**src/rtl/dma2d_pkg.sv**
```systemverilog
package dma2d_pkg;

  typedef enum logic {
    SEQ_IDLE = 1'b0,
    SEQ_RUN  = 1'b1
  } seq_state_e;

  localparam int unsigned NUM_SIDES = 2;
  localparam int unsigned SIDE_SRC  = 0;
  localparam int unsigned SIDE_DST  = 1;

  // Element size legality: extended mode takes any nonzero size,
  // basic mode only single, half and full words.
  function automatic logic size_legal(input logic ext, input logic [31:0] sz);
    if (ext) return (sz != 32'd0);
    return (sz == 32'd1) || (sz == 32'd2) || (sz == 32'd4);
  endfunction

endpackage

```
**src/rtl/dma2d_pos_ctr.sv**
```systemverilog
module dma2d_pos_ctr #(
  parameter int unsigned CNT_W = 16
) (
  input  logic             clk,
  input  logic             rst_n,
  input  logic             load,
  input  logic             adv,
  input  logic [CNT_W-1:0] elem_cnt,
  input  logic [CNT_W-1:0] frame_cnt,
  output logic             elem_end,
  output logic             xfer_end
);

  localparam logic [CNT_W-1:0] CNT_ONE = CNT_W'(1);

  logic [CNT_W-1:0] elem_idx_q,   elem_idx_d;
  logic [CNT_W-1:0] frame_idx_q,  frame_idx_d;
  logic [CNT_W-1:0] elem_last_q,  elem_last_d;
  logic [CNT_W-1:0] frame_last_q, frame_last_d;
  logic             upd_en;

  assign elem_end = (elem_idx_q == elem_last_q);
  assign xfer_end = elem_end && (frame_idx_q == frame_last_q);
  assign upd_en   = load | adv;

  always_comb begin
    elem_idx_d   = elem_idx_q;
    frame_idx_d  = frame_idx_q;
    elem_last_d  = elem_last_q;
    frame_last_d = frame_last_q;
    if (load) begin
      elem_idx_d   = '0;
      frame_idx_d  = '0;
      elem_last_d  = elem_cnt - CNT_ONE;
      frame_last_d = frame_cnt - CNT_ONE;
    end else if (adv) begin
      if (xfer_end) begin
        elem_idx_d  = '0;
        frame_idx_d = '0;
      end else if (elem_end) begin
        elem_idx_d  = '0;
        frame_idx_d = frame_idx_q + CNT_ONE;
      end else begin
        elem_idx_d  = elem_idx_q + CNT_ONE;
      end
    end
  end

  always_ff @(posedge clk or negedge rst_n) begin
    if (!rst_n) begin
      elem_idx_q   <= '0;
      frame_idx_q  <= '0;
      elem_last_q  <= '0;
      frame_last_q <= '0;
    end else if (upd_en) begin
      elem_idx_q   <= elem_idx_d;
      frame_idx_q  <= frame_idx_d;
      elem_last_q  <= elem_last_d;
      frame_last_q <= frame_last_d;
    end
  end

  // position never runs past the captured element limit
  a_r10_elem_in_range: assert property (@(posedge clk) disable iff (!rst_n)
    elem_idx_q <= elem_last_q);

  // frame position never runs past the captured frame limit
  a_r6_frame_in_range: assert property (@(posedge clk) disable iff (!rst_n)
    frame_idx_q <= frame_last_q);

endmodule

```
**src/rtl/dma2d_addr_step.sv**
```systemverilog
module dma2d_addr_step #(
  parameter int unsigned ADDR_W = 32,
  parameter int unsigned SIZE_W = 16,
  parameter int unsigned IDX_W  = 16
) (
  input  logic              clk,
  input  logic              rst_n,
  input  logic              load,
  input  logic              adv,
  input  logic              frame_wrap,
  input  logic [ADDR_W-1:0] base,
  input  logic [SIZE_W-1:0] esize,
  input  logic [IDX_W-1:0]  estride,
  input  logic [IDX_W-1:0]  fgap,
  output logic [ADDR_W-1:0] addr
);

  logic [SIZE_W-1:0] esize_q;
  logic [IDX_W-1:0]  estride_q;
  logic [IDX_W-1:0]  fgap_q;
  logic [ADDR_W-1:0] addr_q, addr_d;
  logic [ADDR_W-1:0] elem_step, frame_step;
  logic              addr_en;

  assign elem_step  = (estride_q == '0) ? ADDR_W'(esize_q) : ADDR_W'(estride_q);
  assign frame_step = ADDR_W'(esize_q) + ADDR_W'(fgap_q);
  assign addr_en    = load | adv;

  always_comb begin
    if (load)            addr_d = base;
    else if (frame_wrap) addr_d = addr_q + frame_step;
    else                 addr_d = addr_q + elem_step;
  end

  always_ff @(posedge clk or negedge rst_n) begin
    if (!rst_n) begin
      esize_q   <= '0;
      estride_q <= '0;
      fgap_q    <= '0;
    end else if (load) begin
      esize_q   <= esize;
      estride_q <= estride;
      fgap_q    <= fgap;
    end
  end

  always_ff @(posedge clk or negedge rst_n) begin
    if (!rst_n)       addr_q <= '0;
    else if (addr_en) addr_q <= addr_d;
  end

  assign addr = addr_q;

endmodule

```
**src/rtl/dma2d_addr_seq.sv**
```systemverilog
module dma2d_addr_seq
  import dma2d_pkg::*;
#(
  parameter int unsigned ADDR_W = 32,
  parameter int unsigned SIZE_W = 16,
  parameter int unsigned CNT_W  = 16,
  parameter int unsigned IDX_W  = 16
) (
  input  logic              clk,
  input  logic              rst_n,
  input  logic              start,
  input  logic              cfg_ext_size,
  input  logic              cfg_two_d,
  input  logic [SIZE_W-1:0] cfg_elem_size,
  input  logic [CNT_W-1:0]  cfg_elem_cnt,
  input  logic [CNT_W-1:0]  cfg_frame_cnt,
  input  logic [ADDR_W-1:0] cfg_src_base,
  input  logic [ADDR_W-1:0] cfg_dst_base,
  input  logic [IDX_W-1:0]  cfg_src_elem_idx,
  input  logic [IDX_W-1:0]  cfg_dst_elem_idx,
  input  logic [IDX_W-1:0]  cfg_src_frame_gap,
  input  logic [IDX_W-1:0]  cfg_dst_frame_gap,
  output logic              busy,
  output logic              err,
  output logic              out_valid,
  input  logic              out_ready,
  output logic [ADDR_W-1:0] out_src_addr,
  output logic [ADDR_W-1:0] out_dst_addr,
  output logic [SIZE_W-1:0] out_size,
  output logic              done
);

  localparam logic [CNT_W-1:0] CNT_ONE = CNT_W'(1);

  seq_state_e        state_q, state_d;
  logic              done_q, done_d;
  logic              err_q, err_d;
  logic [SIZE_W-1:0] size_q;
  logic              legal, idle, accept, load, fire;
  logic              elem_end, xfer_end;
  logic [CNT_W-1:0]  frame_cnt_eff;

  logic [ADDR_W-1:0] side_base   [NUM_SIDES];
  logic [IDX_W-1:0]  side_stride [NUM_SIDES];
  logic [IDX_W-1:0]  side_gap    [NUM_SIDES];
  logic [ADDR_W-1:0] side_addr   [NUM_SIDES];

  // ---------------- parameter check and control ----------------
  assign legal = size_legal(cfg_ext_size, 32'(cfg_elem_size))
              && (cfg_elem_cnt != '0)
              && (!cfg_two_d || (cfg_frame_cnt != '0));

  assign idle          = (state_q == SEQ_IDLE);
  assign accept        = start && idle;
  assign load          = accept && legal;
  assign fire          = out_valid && out_ready;
  assign frame_cnt_eff = cfg_two_d ? cfg_frame_cnt : CNT_ONE;

  always_comb begin
    state_d = state_q;
    unique case (state_q)
      SEQ_IDLE: if (load)             state_d = SEQ_RUN;
      SEQ_RUN:  if (fire && xfer_end) state_d = SEQ_IDLE;
      default:                        state_d = SEQ_IDLE;
    endcase
    done_d = (state_q == SEQ_RUN) && fire && xfer_end;
    err_d  = accept && !legal;
  end

  always_ff @(posedge clk or negedge rst_n) begin
    if (!rst_n) begin
      state_q <= SEQ_IDLE;
      done_q  <= 1'b0;
      err_q   <= 1'b0;
    end else begin
      state_q <= state_d;
      done_q  <= done_d;
      err_q   <= err_d;
    end
  end

  always_ff @(posedge clk or negedge rst_n) begin
    if (!rst_n)    size_q <= '0;
    else if (load) size_q <= cfg_elem_size;
  end

  // ---------------- element / frame position ----------------
  dma2d_pos_ctr #(.CNT_W(CNT_W)) u_pos (
    .clk       (clk),
    .rst_n     (rst_n),
    .load      (load),
    .adv       (fire),
    .elem_cnt  (cfg_elem_cnt),
    .frame_cnt (frame_cnt_eff),
    .elem_end  (elem_end),
    .xfer_end  (xfer_end)
  );

  // ---------------- per-side address steppers ----------------
  assign side_base[SIDE_SRC]   = cfg_src_base;
  assign side_base[SIDE_DST]   = cfg_dst_base;
  assign side_stride[SIDE_SRC] = cfg_src_elem_idx;
  assign side_stride[SIDE_DST] = cfg_dst_elem_idx;
  assign side_gap[SIDE_SRC]    = cfg_src_frame_gap;
  assign side_gap[SIDE_DST]    = cfg_dst_frame_gap;

  for (genvar s = 0; s < NUM_SIDES; s++) begin : g_side
    dma2d_addr_step #(
      .ADDR_W (ADDR_W),
      .SIZE_W (SIZE_W),
      .IDX_W  (IDX_W)
    ) u_step (
      .clk        (clk),
      .rst_n      (rst_n),
      .load       (load),
      .adv        (fire),
      .frame_wrap (elem_end),
      .base       (side_base[s]),
      .esize      (cfg_elem_size),
      .estride    (side_stride[s]),
      .fgap       (side_gap[s]),
      .addr       (side_addr[s])
    );
  end

  assign busy         = (state_q == SEQ_RUN);
  assign out_valid    = busy;
  assign out_src_addr = side_addr[SIDE_SRC];
  assign out_dst_addr = side_addr[SIDE_DST];
  assign out_size     = size_q;
  assign done         = done_q;
  assign err          = err_q;

  // ---------------- assertions ----------------
  // offered pair held under back-pressure
  a_r9_hold_pair: assert property (@(posedge clk) disable iff (!rst_n)
    out_valid && !out_ready |=> out_valid && $stable(out_src_addr)
                                && $stable(out_dst_addr) && $stable(out_size));

  // a start while idle either begins a transfer or is rejected
  a_r2_start_acts: assert property (@(posedge clk) disable iff (!rst_n)
    start && !busy |=> busy || err);

  // a rejected start leaves the block idle
  a_r7_err_idle: assert property (@(posedge clk) disable iff (!rst_n)
    err |-> !busy && !out_valid && !done);

  // a start while busy never ends the transfer early
  a_r8_busy_start: assert property (@(posedge clk) disable iff (!rst_n)
    busy && start && !out_ready |=> busy && $stable(out_src_addr));

  // done is a single-cycle pulse and the block is idle with it
  a_r10_done_pulse: assert property (@(posedge clk) disable iff (!rst_n)
    done |=> !done);
  a_r10_done_idle: assert property (@(posedge clk) disable iff (!rst_n)
    done |-> !busy && !out_valid);

endmodule

```
**config.mk**
```make
export PLATFORM = sky130hd
export DESIGN_NAME = dma2d_addr_seq
export DESIGN_NICKNAME = d
export VERILOG_FILES = /design/src/rtl/dma2d_pkg.sv /design/src/rtl/dma2d_pos_ctr.sv /design/src/rtl/dma2d_addr_step.sv /design/src/rtl/dma2d_addr_seq.sv
export SDC_FILE = /design/constraint.sdc
export NUM_CORES = 1
export LEC_CHECK = 0
export ABC_AREA = 1
export CORE_MARGIN = 5
export CORE_UTILIZATION = 33
export CTS_BUF_LIST = sky130_fd_sc_hd__clkbuf_8
export DETAILED_ROUTE_END_ITERATION = 8
export PLACE_DENSITY = 0.58
export RECOVER_POWER = 25
export SLEW_MARGIN = 10
export SYNTH_ARGS = -nofsm -noshare
export SYNTH_HDL_FRONTEND = slang
export SYNTH_SLANG_ARGS = --single-unit
```
**constraint.sdc**
```tcl
create_clock -name clk -period 8.6 [get_ports clk]
set_clock_uncertainty 0.1 [all_clocks]
set_input_delay 1.72 -clock clk [delete_from_list [all_inputs] [get_ports clk]]
set_output_delay 1.72 -clock clk [all_outputs]
set_load 0.01 [all_outputs]
```
==> out/summary.txt, run 1 <==
outcome: complete, but fails checks
failing checks: max-capacitance violations, max-slew violations
DRC: 0
first-pass GRT wire length: 94000 um
Worst VDD drop: 0.102 mV
switching fraction of total power: 0.477
later-pin clock latency in the skew report: 0.62 ns
met2 usage: 0.362
share of power burned in registers: 0.291
Cell Rows: 81
Clk pin slew, worst setup/hold paths: 0.06 ns
DR pass1 iterations: 5
Post-Syn Area: 16400 um^2
Overflow after GRT: 0
Seq/Total Area, Yosys: 0.323
max-cap viol count: 1
Hold/Removal Path Class: flip-flop to flip-flop
post-layout instance area: 20500 um^2
syn avg cell area: 6.35 um^2
IO Port Bufs: 265
worst-path fanout max: 54
CTS Hold Bufs: 0
fin nets: 3085
fill cell count: 5227
Max Fclk: 209 MHz
post_cts resized: 0
worst slew pin tran: 3.28 ns
DR WL/cell: 17.3 um
initial antenna violation count: 4
Syn Nets: 2835
synth unique cells: 44
Initial Utilization: 0.334
RSZ-0062 raised after global routing: no
Critical Path End Type: flip-flop
number of DRC markers in iteration 0: 1235
Worst EP arrival: 5.16 ns
Clock Root Buffer: clkbuf_8
core area: 49100 um^2
CTS Buf Count: 42
CTS Sinks: 211
vias in the first global route: 16700
Mapped Cells: 2579
Yosys Warn Count: 0
Die Y: 233 um
clock share of power: 0.171
# setup viols final: 0
Rel. slew slack: -1.19
Tmin final: 4.78 ns
WP data required: 8.98 ns
layout cells sized above 1: 0.0350
Final Max Slew Viols: 55
Leakage: 0.0104 uW
multi-input logic area: 9350 um^2
cell internal pwr: 3410 uW
All-Layer GR Usage: 0.221
Comb power frac: 0.538
pwr/cell area: 319 nW/um^2
Most Crowded Layer GR: met2
clk buf depth: 3
largest net degree at the start of global routing: 158
met3 GRT Util: 0.0392
# Post-CTS Setup Buffers: 0
Startpoint Class: flip-flop
vias per cell: 4.86
# IOs: 266
storage element area: 5280 um^2
Area after DPL: 19600 um^2
register bit count reported by yosys: 211
sw power: 3120 uW
crit share post-route: 0.556
CTS tree: built
critical path class: flip-flop to flip-flop
detailed placement HPWL: 47800 um
vias: 17100
area growth from synthesis to layout: 25.1%
Antenna Violating Nets Remaining: 0
M1 GR Usage: 0.298
WL final: 61200 um
TNS Setup: 0 ns
RePlAce Congestion: 0.956
Die W: 233 um
die area: 54200 um^2
H-tree levels: 2
Final Hold Viols: 0
==> state kept, by name, indices dropped and copies added, names as in the netlist <==
name / count
busy: 1
done: 1
err: 1
g_side.u_step.addr: 64
g_side.u_step.esize_q: 16
g_side.u_step.estride_q: 32
g_side.u_step.fgap_q: 32
u_pos.elem_idx_q: 16
u_pos.elem_last_q: 16
u_pos.frame_idx_q: 16
u_pos.frame_last_q: 16
==> worst max-delay path: stages (launching register included) <==
cell      delay [ns]
dfrtp_1         0.54
xnor2_1         0.16
nand2_1         0.07
nor2_1          0.10
nand2_1         0.09
nor2_4          0.10
buf_4           0.47
inv_2           0.47
o21ai_0         0.34
inv_1           0.19
ha_1            0.27
fa_1            0.45
nand3_1         0.11
nand3_1         0.18
nand3_1         0.13
nand3b_1        0.28
nand2_1         0.19
nand2_1         0.07
nand2_1         0.06
nand3_1         0.08
nand3_1         0.11
nand2_1         0.06
==> worst paths after layout <==
check / depth (start not counted) / slack [ns] / endpoint / from
worst min-delay path: 2 / 0.39 / g_side[1].u_step.fgap_q[6]$_DFFE_PN0P_ / g_side[1].u_step.fgap_q[6]$_DFFE_PN0P_
worst min register to register: 2 / 0.39 / g_side[1].u_step.fgap_q[6]$_DFFE_PN0P_ / g_side[1].u_step.fgap_q[6]$_DFFE_PN0P_
worst max-delay path: 21 / 3.82 / g_side[1].u_step.addr[20]$_DFFE_PN0P_ / u_pos.elem_idx_q[0]$_DFFE_PN0P_
max in group asynchronous: 2 / 4.26 / u_pos.elem_idx_q[10]$_DFFE_PN0P_ / rst_n
worst max register to register: 21 / 3.82 / g_side[1].u_step.addr[20]$_DFFE_PN0P_ / u_pos.elem_idx_q[0]$_DFFE_PN0P_
min in group asynchronous: 1 / 2.08 / g_side[1].u_step.fgap_q[14]$_DFFE_PN0P_ / rst_n
==> cell families (layout without fill, tap and decap cells) <==
family	after synthesis	count (layout)	synth area share
other	0	4	0
adders and majority gates	74	74	0.0584
xor gates and xnor gates	79	79	0.0423
and+or+nand+nor	1502	1502	0.379
muxes	5	5	0.00306
buffers and inverters	434	713	0.107
DFF	211	211	0.323
AOI/OAI and AO/OA	274	274	0.0880
==> cell usage after synthesis <==
cell	instances	area, um^2
o211ai_1	2	15.0
o21ai_2	1	8.76
nor2_4	1	11.3
inv_1	355	1330
nand3b_1	11	82.6
buf_4	10	75.1
nor3_1	26	130
ha_1	70	876
nor4_1	1	6.26
nand4_4	1	21.3
fa_1	4	80.1
a21oi_1	87	435
or2_2	8	50.1
clkbuf_2	1	5.00
o31ai_1	2	15.0
o21ai_1	37	185
buf_6	4	45.0
o21bai_1	5	37.5
clkinv_1	2	7.51
a21boi_0	4	30.0
xnor2_1	38	333
and2_1	2	12.5
o21a_1	2	15.0
a21o_1	3	22.5
o22ai_1	5	31.3
nand3_1	226	1130
dfrtp_1	211	5280
xor2_1	41	359
nand2_2	2	12.5
or2_0	2	12.5
clkbuf_1	16	60.1
a22o_1	1	8.76
nor2_2	2	12.5
o2111ai_1	1	8.76
o21ai_0	119	596
or2_1	2	12.5
nand2_4	2	22.5
a31oi_1	5	31.3
nand4_1	51	319
nor2_1	180	676
nand2_1	985	3700
inv_2	9	33.8
buf_2	37	185
mux2i_1	5	50.1
==> through the flow <==
step / hold WS [ns] / power, uW / instances / util / setup WS, ns
2_1_floorplan: 0.353 / 3990 / 2579 / - / 5.13
3_3_place_gp: 0.376 / 5380 / 3449 / 0.399 / 3.33
3_5_place_dp: 0.372 / 5410 / 3449 / 0.399 / 3.26
4_1_cts: 0.392 / 6570 / 3522 / 0.417 / 3.89
5_1_grt: 0.413 / 7100 / 3526 / 0.417 / 3.51
6_report: 0.389 / 6530 / 3526 / 0.417 / 3.82
==> layout by cell type, fill, tap and decap left out, types with 6 or more instances in the layout <==
master	instances
a21oi_1	87
buf_4	7
clkbuf_8	54
clkdlybuf4s50_1	264
clkinv_2	6
dfrtp_1	211
ha_1	70
inv_1	363
inv_2	8
nand2_1	985
nand3_1	226
nand3b_1	11
nand4_1	51
nor2_1	180
nor3_1	26
o21ai_0	119
o21ai_1	37
or2_2	8
xnor2_1	38
xor2_1	41
==> power by group through the flow <==
stage | logic, uW | clock network (uW) | registers (uW)
finish | 3520 | 1120 | 1900
global route | 3960 | 1190 | 1950
CTS | 3530 | 1150 | 1890
detailed placement | 3510 | 0 | 1900
global placement | 3480 | 0 | 1900
floorplan | 2220 | 0 | 1770
==> layout make-up <==
class,count,area share
Inverter,366,0.0673
Tap cell,664,0.0406
Antenna cell,4,0.000489
Timing Repair Buffer,274,0.134
Clock inverter,19,0.00709
Multi-Input combinational cell,1934,0.457
Sequential cell,211,0.258
Clock buffer,54,0.0363
==> routing by layer <==
metal  up-vias  routed length, um  share of wire
met4         0               1730          0.028
met2       506              27800           0.46
met5         -                  0              0
li1       8654                  -              -
met3        96               3710          0.061
met1      7889              27900           0.46
No activity file was read; power rests on OpenSTA's default activity.
==> inputs of run 2 (changes only) <==
==> constraint.sdc (replaced) <==
create_clock -name clk -period 4.68 [get_ports clk]
set_clock_uncertainty 0.1 [all_clocks]
set_input_delay 0.936 -clock clk [delete_from_list [all_inputs] [get_ports clk]]
set_output_delay 0.936 -clock clk [all_outputs]
set_load 0.01 [all_outputs]
==> out/summary.txt, run 2 (synthesized netlist as in run 1, its figures left out) <==
Tmin final: 4.19 ns
WP data required: 5.07 ns
# IOs: 266
H-tree levels: 2
RePlAce Congestion: 0.935
die area: 54200 um^2
storage element area: 5280 um^2
Final Hold Viols: 0
Final Max Slew Viols: 99
Overflow after GRT: 0
outcome: complete, but fails checks
later-pin clock latency in the skew report: 0.61 ns
DRC: 0
Initial Utilization: 0.334
crit share post-route: 0.895
CTS Buf Count: 42
Hold/Removal Path Class: flip-flop to flip-flop
critical path class: flip-flop to flip-flop
first-pass GRT wire length: 96200 um
Clk pin slew, worst setup/hold paths: 0.06 ns
worst slew pin tran: 2.65 ns
detailed placement HPWL: 48900 um
number of DRC markers in iteration 0: 1233
Clock Root Buffer: clkbuf_8
TNS Setup: 0 ns
Leakage: 0.0104 uW
post_cts resized: 0
clk buf depth: 3
initial antenna violation count: 1
Max Fclk: 239 MHz
fill cell count: 5274
# setup viols final: 0
pwr/cell area: 582 nW/um^2
CTS Sinks: 211
vias: 17200
vias in the first global route: 17100
area growth from synthesis to layout: 25.8%
Worst EP arrival: 4.58 ns
WL final: 61700 um
RSZ-0062 raised after global routing: no
vias per cell: 4.87
CTS Hold Bufs: 0
largest net degree at the start of global routing: 122
Die Y: 233 um
Cell Rows: 81
fin nets: 3097
All-Layer GR Usage: 0.225
post-layout util: 0.420
Largest register FFs: 64
Antenna Violating Nets Remaining: 0
Rel. slew slack: -0.764
DR pass1 iterations: 5
max-cap viol count: 1
Die W: 233 um
CTS tree: built
IO Port Bufs: 265
core area: 49100 um^2
worst-path fanout max: 6
layout cells sized above 1: 0.0373
DR WL/cell: 17.4 um
commonest non-fill, non-tap cell in the layout: nand2_1
Startpoint Class: flip-flop
multi-input logic area: 9350 um^2
# Post-CTS Setup Buffers: 0
post-route total power: 12000 uW
Worst VDD drop: 0.226 mV
most frequent cells in the layout: 985 x nand2_1, 370 x inv_1, 264 x clkdlybuf4s50_1
failing checks: max-capacitance violations, max-slew violations
Critical Path End Type: flip-flop
## run 2: layout make-up
type / instances / area share
clock buffer: 52 / 0.0347
clock inverter: 22 / 0.00784
tap: 664 / 0.0403
timing repair buffer: 286 / 0.140
antenna: 1 / 0.000121
inverter: 366 / 0.0669
sequential: 211 / 0.256
multi-input combinational: 1934 / 0.454
## run 2: worst max-delay path, stage by stage (launching register included)
cell      delay [ns]
dfrtp_1         0.44
ha_1            0.21
inv_1           0.06
fa_1            0.40
o21ai_0         0.58
a21boi_0        0.28
o21ai_0         0.25
or2_2           0.14
nand3_1         0.06
o21ai_0         0.14
ha_1            0.34
nand2_1         0.14
inv_1           0.05
nand2_1         0.06
nand2_1         0.07
nand3b_1        0.27
nand2_1         0.17
nand2_1         0.06
nand2_1         0.06
nand3_1         0.06
nand3_1         0.10
nand2_1         0.05
## run 2: power breakdown
| group | leakage, uW | internal, uW | switching [uW] |
|---|---|---|---|
| clock network | 0.000503 | 1110 | 899 |
| registers | 0.00267 | 2540 | 931 |
| logic | 0.00727 | 2620 | 3880 |
| total | 0.0104 | 6270 | 5710 |
## run 2: per-stage QoR
stage	hold WS (ns)	setup WS, ns	instance area [um^2]	instances
2_1_floorplan	0.353	1.21	16400	2579
3_3_place_gp	0.372	0.621	19700	3461
3_5_place_dp	0.374	0.517	19700	3461
4_1_cts	0.316	0.482	20600	3535
5_1_grt	0.416	0.0262	20600	3536
6_report	0.388	0.490	20600	3536
## run 2: path summary, 6_finish.rpt
check	slack, ns	depth (start not counted)	to	start
max in group asynchronous	1.84	2	done$_DFF_PN0_	rst_n
worst max register to register	0.49	21	g_side[0].u_step.addr[25]$_DFFE_PN0P_	g_side[0].u_step.esize_q[0]$_DFFE_PN0P_
worst max-delay path	0.49	21	g_side[0].u_step.addr[25]$_DFFE_PN0P_	g_side[0].u_step.esize_q[0]$_DFFE_PN0P_
worst min register to register	0.39	2	g_side[0].u_step.fgap_q[6]$_DFFE_PN0P_	g_side[0].u_step.fgap_q[6]$_DFFE_PN0P_
worst min-delay path	0.39	2	g_side[0].u_step.fgap_q[6]$_DFFE_PN0P_	g_side[0].u_step.fgap_q[6]$_DFFE_PN0P_
min in group asynchronous	1.01	1	g_side[1].u_step.addr[6]$_DFFE_PN0P_	rst_n
## run 2: per-layer routing
layer,share of wire,track usage,up-vias
met5,0,0,-
met4,0.024,0.0602,0
met3,0.057,0.0345,83
met2,0.46,0.376,470
met1,0.46,0.305,7992
li1,-,-,8671
